`config.mk`:
```
export PLATFORM = sky130hd
export DESIGN_NAME = eebc_top
export DESIGN_NICKNAME = d
export VERILOG_FILES = /design/src/rtl/eebc_pkg.sv /design/src/rtl/eebc_port.sv /design/src/rtl/eebc_regs.sv /design/src/rtl/eebc_seq.sv /design/src/rtl/eebc_top.sv
export SDC_FILE = /design/constraint.sdc
export NUM_CORES = 1
export LEC_CHECK = 0
export BUFFER_PORTS_ARGS = -buffer_cell sky130_fd_sc_hd__buf_2
export CORE_ASPECT_RATIO = 0.5
export CORE_MARGIN = 2
export CORE_UTILIZATION = 45
export CTS_CLUSTER_SIZE = 25
export DETAILED_ROUTE_END_ITERATION = 7
export PLACE_DENSITY = 0.67
export SLEW_MARGIN = 5
export SYNTH_ARGS = -nofsm -noshare
export SYNTH_HDL_FRONTEND = slang
export SYNTH_SLANG_ARGS = --single-unit
```
`constraint.sdc`:
```
create_clock -name clk -period 3 [get_ports clk]
set_clock_uncertainty 0.2 [all_clocks]
set_input_delay 0.6 -clock clk [delete_from_list [all_inputs] [get_ports clk]]
set_output_delay 0.6 -clock clk [all_outputs]
set_load 0.02 [all_outputs]
```
`src/rtl/eebc_pkg.sv`:
```
package eebc_pkg;
    localparam logic [2:0] SEL_CTRL  = 3'd0;
    localparam logic [2:0] SEL_ADDR  = 3'd1;
    localparam logic [2:0] SEL_DATA  = 3'd2;
    localparam logic [2:0] SEL_BASE  = 3'd3;
    localparam logic [2:0] SEL_START = 3'd4;

    typedef enum logic [1:0] {
        MODE_IDLE   = 2'd0,
        MODE_SINGLE = 2'd1,
        MODE_BURST  = 2'd2
    } mode_e;

    typedef enum logic [1:0] {
        PH_ALO = 2'd0,
        PH_AHI = 2'd1,
        PH_DAT = 2'd2
    } phase_e;
endpackage

```
`src/rtl/eebc_port.sv`:
```
module eebc_port #(
    parameter int AW = 16,
    parameter int DW = 8
) (
    input  logic          clk,
    input  logic          rst_n,
    input  logic          start,
    input  logic          we_in,
    input  logic [AW-1:0] addr_in,
    input  logic [DW-1:0] wdata_in,
    output logic          ee_req,
    output logic          ee_we,
    output logic [AW-1:0] ee_addr,
    output logic [DW-1:0] ee_wdata,
    input  logic          ee_ack,
    input  logic [DW-1:0] ee_rdata,
    output logic          done,
    output logic [DW-1:0] rdata
);
    typedef struct packed {
        logic          req;
        logic          we;
        logic [AW-1:0] addr;
        logic [DW-1:0] wdata;
        logic          done;
        logic [DW-1:0] rdata;
    } port_st_t;

    port_st_t st_d, st_q;

    always_comb begin
        st_d      = st_q;
        st_d.done = 1'b0;
        if (st_q.req) begin
            if (ee_ack) begin
                st_d.req  = 1'b0;
                st_d.done = 1'b1;
                if (!st_q.we) begin
                    st_d.rdata = ee_rdata;
                end
            end
        end else if (start) begin
            st_d.req   = 1'b1;
            st_d.we    = we_in;
            st_d.addr  = addr_in;
            st_d.wdata = wdata_in;
        end
    end

    always_ff @(posedge clk or negedge rst_n) begin
        if (!rst_n) begin
            st_q <= '0;
        end else begin
            st_q <= st_d;
        end
    end

    assign ee_req   = st_q.req;
    assign ee_we    = st_q.we;
    assign ee_addr  = st_q.addr;
    assign ee_wdata = st_q.wdata;
    assign done     = st_q.done;
    assign rdata    = st_q.rdata;
endmodule

```
`src/rtl/eebc_regs.sv`:
```
module eebc_regs #(
    parameter int AW     = 16,
    parameter int DW     = 8,
    parameter int BASE_W = 9
) (
    input  logic              clk,
    input  logic              rst_n,
    input  logic              wr_addr,
    input  logic              wr_data,
    input  logic              wr_base,
    input  logic [AW-1:0]     wval_addr,
    input  logic [DW-1:0]     wval_data,
    input  logic [BASE_W-1:0] wval_base,
    input  logic              load_data,
    input  logic [DW-1:0]     load_val,
    output logic [AW-1:0]     addr_q,
    output logic [DW-1:0]     data_q,
    output logic [BASE_W-1:0] base_q
);
    typedef struct packed {
        logic [AW-1:0]     addr;
        logic [DW-1:0]     data;
        logic [BASE_W-1:0] base;
    } regs_st_t;

    regs_st_t rg_d, rg_q;

    always_comb begin
        rg_d = rg_q;
        if (wr_addr) begin
            rg_d.addr = wval_addr;
        end
        if (wr_data) begin
            rg_d.data = wval_data;
        end
        if (wr_base) begin
            rg_d.base = wval_base;
        end
        if (load_data) begin
            rg_d.data = load_val;
        end
    end

    always_ff @(posedge clk or negedge rst_n) begin
        if (!rst_n) begin
            rg_q <= '0;
        end else begin
            rg_q <= rg_d;
        end
    end

    assign addr_q = rg_q.addr;
    assign data_q = rg_q.data;
    assign base_q = rg_q.base;
endmodule

```
`src/rtl/eebc_seq.sv`:
```
module eebc_seq
    import eebc_pkg::*;
#(
    parameter int AW     = 16,
    parameter int DW     = 8,
    parameter int MEM_AW = 24,
    parameter int BASE_W = 9
) (
    input  logic              clk,
    input  logic              rst_n,
    input  logic              ctrl_set,
    input  logic [1:0]        ctrl_bits,
    input  logic              go_set,
    input  logic [AW-1:0]     addr_reg,
    input  logic [DW-1:0]     data_reg,
    input  logic [BASE_W-1:0] base_reg,
    output logic              p_start,
    output logic              p_we,
    output logic [AW-1:0]     p_addr,
    output logic [DW-1:0]     p_wdata,
    input  logic              p_done,
    input  logic [DW-1:0]     p_rdata,
    output logic              load_data,
    output logic [DW-1:0]     load_val,
    output logic              rd_bit,
    output logic              wr_bit,
    output logic              go_bit,
    output logic              mem_we,
    output logic [MEM_AW-1:0] mem_addr,
    output logic [DW-1:0]     mem_wdata
);
    localparam int LOW_W = MEM_AW - BASE_W;
    localparam int WW    = 2 * DW;

    typedef struct packed {
        mode_e             mode;
        phase_e            phase;
        logic              pend;
        logic              rd;
        logic              wr;
        logic              go;
        logic [AW-1:0]     ptr;
        logic [WW-1:0]     word;
        logic              mwe;
        logic [MEM_AW-1:0] maddr;
        logic [DW-1:0]     mdata;
    } seq_st_t;

    seq_st_t sq_d, sq_q;

    always_comb begin
        sq_d      = sq_q;
        sq_d.mwe  = 1'b0;
        p_start   = 1'b0;
        p_we      = 1'b0;
        p_addr    = sq_q.ptr;
        p_wdata   = data_reg;
        load_data = 1'b0;
        load_val  = p_rdata;
        unique case (sq_q.mode)
            MODE_IDLE: begin
                if (ctrl_set && (ctrl_bits != 2'b00)) begin
                    sq_d.rd   = ctrl_bits[1];
                    sq_d.wr   = !ctrl_bits[1];
                    sq_d.pend = 1'b0;
                    sq_d.mode = MODE_SINGLE;
                end else if (go_set) begin
                    sq_d.go    = 1'b1;
                    sq_d.pend  = 1'b0;
                    sq_d.phase = PH_ALO;
                    sq_d.mode  = MODE_BURST;
                end
            end
            MODE_SINGLE: begin
                p_addr = addr_reg;
                p_we   = sq_q.wr;
                if (!sq_q.pend) begin
                    p_start   = 1'b1;
                    sq_d.pend = 1'b1;
                end else if (p_done) begin
                    load_data = sq_q.rd;
                    sq_d.pend = 1'b0;
                    sq_d.rd   = 1'b0;
                    sq_d.wr   = 1'b0;
                    sq_d.ptr  = addr_reg + AW'(1);
                    sq_d.mode = MODE_IDLE;
                end
            end
            MODE_BURST: begin
                if (!sq_q.pend) begin
                    p_start   = 1'b1;
                    sq_d.pend = 1'b1;
                end else if (p_done) begin
                    sq_d.pend = 1'b0;
                    sq_d.ptr  = sq_q.ptr + AW'(1);
                    unique case (sq_q.phase)
                        PH_ALO: begin
                            sq_d.word[DW-1:0] = p_rdata;
                            sq_d.phase        = PH_AHI;
                        end
                        PH_AHI: begin
                            if ({p_rdata, sq_q.word[DW-1:0]} == {WW{1'b1}}) begin
                                sq_d.go    = 1'b0;
                                sq_d.phase = PH_ALO;
                                sq_d.mode  = MODE_IDLE;
                            end else begin
                                sq_d.word[WW-1:DW] = p_rdata;
                                sq_d.phase         = PH_DAT;
                            end
                        end
                        default: begin
                            sq_d.mwe   = 1'b1;
                            sq_d.maddr = {base_reg, sq_q.word[LOW_W-1:0]};
                            sq_d.mdata = p_rdata;
                            sq_d.phase = PH_ALO;
                        end
                    endcase
                end
            end
            default: begin
                sq_d.mode = MODE_IDLE;
            end
        endcase
    end

    always_ff @(posedge clk or negedge rst_n) begin
        if (!rst_n) begin
            sq_q <= '0;
        end else begin
            sq_q <= sq_d;
        end
    end

    assign rd_bit    = sq_q.rd;
    assign wr_bit    = sq_q.wr;
    assign go_bit    = sq_q.go;
    assign mem_we    = sq_q.mwe;
    assign mem_addr  = sq_q.maddr;
    assign mem_wdata = sq_q.mdata;
endmodule

```
`src/rtl/eebc_top.sv`:
```
module eebc_top
    import eebc_pkg::*;
#(
    parameter int AW     = 16,
    parameter int DW     = 8,
    parameter int MEM_AW = 24,
    parameter int BASE_W = 9,
    parameter int RW     = 32
) (
    input  logic              clk,
    input  logic              rst_n,
    input  logic              host_we,
    input  logic [2:0]        host_sel,
    input  logic [RW-1:0]     host_wdata,
    output logic [RW-1:0]     host_rdata,
    output logic              ee_req,
    output logic              ee_we,
    output logic [AW-1:0]     ee_addr,
    output logic [DW-1:0]     ee_wdata,
    input  logic              ee_ack,
    input  logic [DW-1:0]     ee_rdata,
    output logic              mem_we,
    output logic [MEM_AW-1:0] mem_addr,
    output logic [DW-1:0]     mem_wdata
);
    logic [AW-1:0]     addr_q;
    logic [DW-1:0]     data_q;
    logic [BASE_W-1:0] base_q;
    logic              load_data;
    logic [DW-1:0]     load_val;
    logic              p_start, p_we, p_done;
    logic [AW-1:0]     p_addr;
    logic [DW-1:0]     p_wdata, p_rdata;
    logic              rd_bit, wr_bit, go_bit;
    logic              wdata_unused;

    assign wdata_unused = ^host_wdata[RW-1:AW];

    eebc_regs #(.AW(AW), .DW(DW), .BASE_W(BASE_W)) u_regs (
        .clk       (clk),
        .rst_n     (rst_n),
        .wr_addr   (host_we && host_sel == SEL_ADDR),
        .wr_data   (host_we && host_sel == SEL_DATA),
        .wr_base   (host_we && host_sel == SEL_BASE),
        .wval_addr (host_wdata[AW-1:0]),
        .wval_data (host_wdata[DW-1:0]),
        .wval_base (host_wdata[BASE_W-1:0]),
        .load_data (load_data),
        .load_val  (load_val),
        .addr_q    (addr_q),
        .data_q    (data_q),
        .base_q    (base_q)
    );

    eebc_seq #(.AW(AW), .DW(DW), .MEM_AW(MEM_AW), .BASE_W(BASE_W)) u_seq (
        .clk       (clk),
        .rst_n     (rst_n),
        .ctrl_set  (host_we && host_sel == SEL_CTRL),
        .ctrl_bits (host_wdata[1:0]),
        .go_set    (host_we && host_sel == SEL_START && host_wdata[0]),
        .addr_reg  (addr_q),
        .data_reg  (data_q),
        .base_reg  (base_q),
        .p_start   (p_start),
        .p_we      (p_we),
        .p_addr    (p_addr),
        .p_wdata   (p_wdata),
        .p_done    (p_done),
        .p_rdata   (p_rdata),
        .load_data (load_data),
        .load_val  (load_val),
        .rd_bit    (rd_bit),
        .wr_bit    (wr_bit),
        .go_bit    (go_bit),
        .mem_we    (mem_we),
        .mem_addr  (mem_addr),
        .mem_wdata (mem_wdata)
    );

    eebc_port #(.AW(AW), .DW(DW)) u_port (
        .clk      (clk),
        .rst_n    (rst_n),
        .start    (p_start),
        .we_in    (p_we),
        .addr_in  (p_addr),
        .wdata_in (p_wdata),
        .ee_req   (ee_req),
        .ee_we    (ee_we),
        .ee_addr  (ee_addr),
        .ee_wdata (ee_wdata),
        .ee_ack   (ee_ack),
        .ee_rdata (ee_rdata),
        .done     (p_done),
        .rdata    (p_rdata)
    );

    always_comb begin
        host_rdata = '0;
        unique case (host_sel)
            SEL_CTRL:  host_rdata[1:0]        = {rd_bit, wr_bit};
            SEL_ADDR:  host_rdata[AW-1:0]     = addr_q;
            SEL_DATA:  host_rdata[DW-1:0]     = data_q;
            SEL_BASE:  host_rdata[BASE_W-1:0] = base_q;
            SEL_START: host_rdata[0]          = go_bit;
            default:   host_rdata             = '0;
        endcase
    end
endmodule

```
==> results.md <==
- CORE AREA: 15300 um2
- Setup violators final: 0
- Full die area: 16700 um2
- Largest area contributor in the netlist: dfrtp_1
- Avg Cell Area, Syn: 11.3 um2
- Hold crit path type: input pin to register
- Slew of the pin with the lowest slew margin: 0.595 ns
- Syn-to-layout area delta: 15.6%
- Max Cap Viol: 0
- Post-Synth XOR/XNOR Area: 1.74%
- CTS tree: yes
- Slew headroom: 60.3%
- FP Rows: 32
- Fraction of registers with async set/reset: 100%
- Synth Instances: 621
- Wirelength, routed: 16.4 mm
- Critical path type: input pin to output pin
- Fin crit share: 87.6%
- RSZ-0062 raised after global routing: false
- Num CTS Buffers: 17
- Synth Area in Simple Gates: 11.2%
- DRT Pass-1 Iters: 6
- # hold bufs at CTS: 1
- Nets@finish: 754
- H-tree Lvls: 4
- IO Port Bufs: 105
- Post-layout minimum cycle time: 2.63 ns
- Count of clock tree sinks: 140
- Via density: 5.42
- Die Y: 92.4 um
- Status: finished clean
- Top post-synthesis cells by area: dfrtp_1 (50%), mux2_2 (7.8%), mux2_1 (6.2%), buf_4 (5.3%), mux2i_1 (4.3%)
- Worst EP required: 2.20 ns
- Post CTS Setup Buffer Count: 0
- Placed cells: 885
- VDD IR max: 0.556 mV
- CTS clock-pin slew for the worst setup and hold paths: 0.06 ns
- Flops & latches, synth: 140
- Vias in the first global route: 4920
- Largest net degree at the start of global routing: 61
- Power Dens Cells: 922 nW/um2
- Startpoint Class: input pin
- Setup TNS: 0 ns
- Max FO, Critical Path: 15
- Leak: 3.98 nW
- F_max: 0.381 GHz
- Total track usage: 20.7%
- Hold Violations, Final: 0
- Setup WS post-layout: 0.372 ns
- Sequential-to-total area share from yosys stat: 49.8%
- Largest family of logic cells by synthesized area: multiplexers
- Antenna viol nets, final: 0
- Most common cell in the netlist: dfrtp_1
- N_diodes: 0
- Clk root buf: clkbuf_16
- Mapped Area: 7040 um2
- Area after DPL: 7520 um2
- Post-synthesis mux area share: 20.4%
- Max Slew Vio Count: 0
- Die Wd: 181 um
- Synth Area in Compound Gates: 8.05%
- Clock Latency Late Sink: 0.43 ns
- Detail Placement HPWL: 11.7 mm
- Drc violations: 0
- Yosys cell types: 61
- Post-place setup slack: 0.393 ns
- 1st-iter DRT viols: 390
- Setup crit end kind: output pin
- Initial Util: 45.9%
- Vias post-DR: 4978
- Post_cts resized: 0
- Worst path arrival time: 1.83 ns
- Final GP Congestion: 0.868
- Synth warn: 0
- Congestion Overflow GR: 0
- Fin area: 8140 um2
- Antenna violations before repair: 0
- Synth top area share: 49.8%
- Post-Synth Adder-Cell Area: 1.07%
- Share of layout cells above drive strength 1: 30.8%
- Synth Flop Type: dfrtp_1
- Non-Filler Instances: 918
- First-pass GRT wire length: 26.7 mm
- Clock buffer depth: 2
- Post-synth top cells: dfrtp_1 (140), buf_4 (50), mux2_2 (49), nor2_1 (48), mux2_1 (39)
- WL/cell: 17.8 um
- EDFF count, synth: 0
- Total power: 7.50 mW
- Ports: 138
- Fillers: 1361
-- report_power, final --
| group | switching, mW | internal [mW] | leakage, nW |
|---|---|---|---|
| clock network | 0.911 | 1.28 | 0.296 |
| logic | 1.22 | 0.942 | 1.89 |
| registers | 0.640 | 2.51 | 1.79 |
| total | 2.77 | 4.73 | 3.98 |
-- cell usage in the layout (no fill, tap or decap), types with 6 or more instances in the layout --
cell and instances:
a21oi_1 22, a22oi_1 8, and2_1 13, buf_2 104
buf_4 14, clkbuf_16 17, conb_1 16, dfrtp_1 140
ha_1 6, inv_1 11, mux2_1 39, mux2_2 49
mux2_4 8, mux2i_1 30, nand2_1 35, nand3_1 15
nand4_1 13, nor2_1 48, o21ai_0 27, o21ai_1 8
xor2_1 10
-- registers in the layout, indices dropped and copies added, names as in the netlist --
name / cells
u_regs.base_q: 9
u_seq.mem_wdata: 8
u_port.done: 1
u_port.ee_we: 1
u_regs.addr_q: 16
u_seq.wr_bit: 1
u_seq.mem_we: 1
u_port.ee_req: 1
u_port.rdata: 8
u_port.ee_addr: 16
u_regs.data_q: 8
u_seq.sq_q: 36
u_seq.rd_bit: 1
u_seq.mem_addr: 24
u_seq.go_bit: 1
u_port.ee_wdata: 8
-- metal layers --
layer / up-vias / part of all wire [%] / track usage [%]
li1: 2302 / - / -
met2: 166 / 46 / 31.8
met3: 21 / 6.4 / 5.66
met4: 0 / 1.5 / 5.98
met1: 2489 / 46 / 28.8
met5: - / 0 / 0
-- kinds of logic (layout without fill, tap and decap cells) --
kind of cell	count (synthesis)	count (layout)
xor+xnor	14	14
buf+inv	87	165
flops	140	140
fa+ha+maj	6	6
compound gates	91	91
simple gates	155	155
mux	127	127
other cells	1	16
-- critical path: stages --
cell and delay, ns:
buf_2 0.30, inv_1 0.15, nor2_1 0.34, a22oi_1 0.16, nor2_1 0.10, buf_2 0.17
-- metrics by stage --
stage	hold WS, ns	util [%]
floorplan	0.104	-
global placement	0.264	49.0
detailed placement	0.274	49.0
CTS	0.188	53.1
global route	0.193	53.1
finish	0.200	53.1
-- final timing paths --
kind,start,end,slack [ns],cells after the start
worst max-delay path,host_sel[1],host_rdata[2],0.37,6
worst min-delay path,host_wdata[10],u_regs.addr_q[10],0.20,2
worst min register to register,u_seq.mem_addr[17],u_seq.mem_addr[17],0.29,1
max in group asynchronous,rst_n,u_seq.sq_q[35],1.35,3
worst max register to register,u_seq.sq_q[71],u_seq.sq_q[51],0.47,7
min in group asynchronous,rst_n,u_seq.sq_q[59],0.52,2
-- cell type report --
type | instances | area, um2 | share of cell area, %
multi-input cells | 409 | 3060 | 37.5
clock buffers | 18 | 439 | 5.40
flip-flops and latches | 140 | 3500 | 43.1
inverters | 12 | 45.0 | 0.554
clock inverters | 14 | 173 | 2.12
well taps | 204 | 255 | 3.14
repair buffers | 121 | 667 | 8.19
No activity file was read; power rests on OpenSTA's default activity.
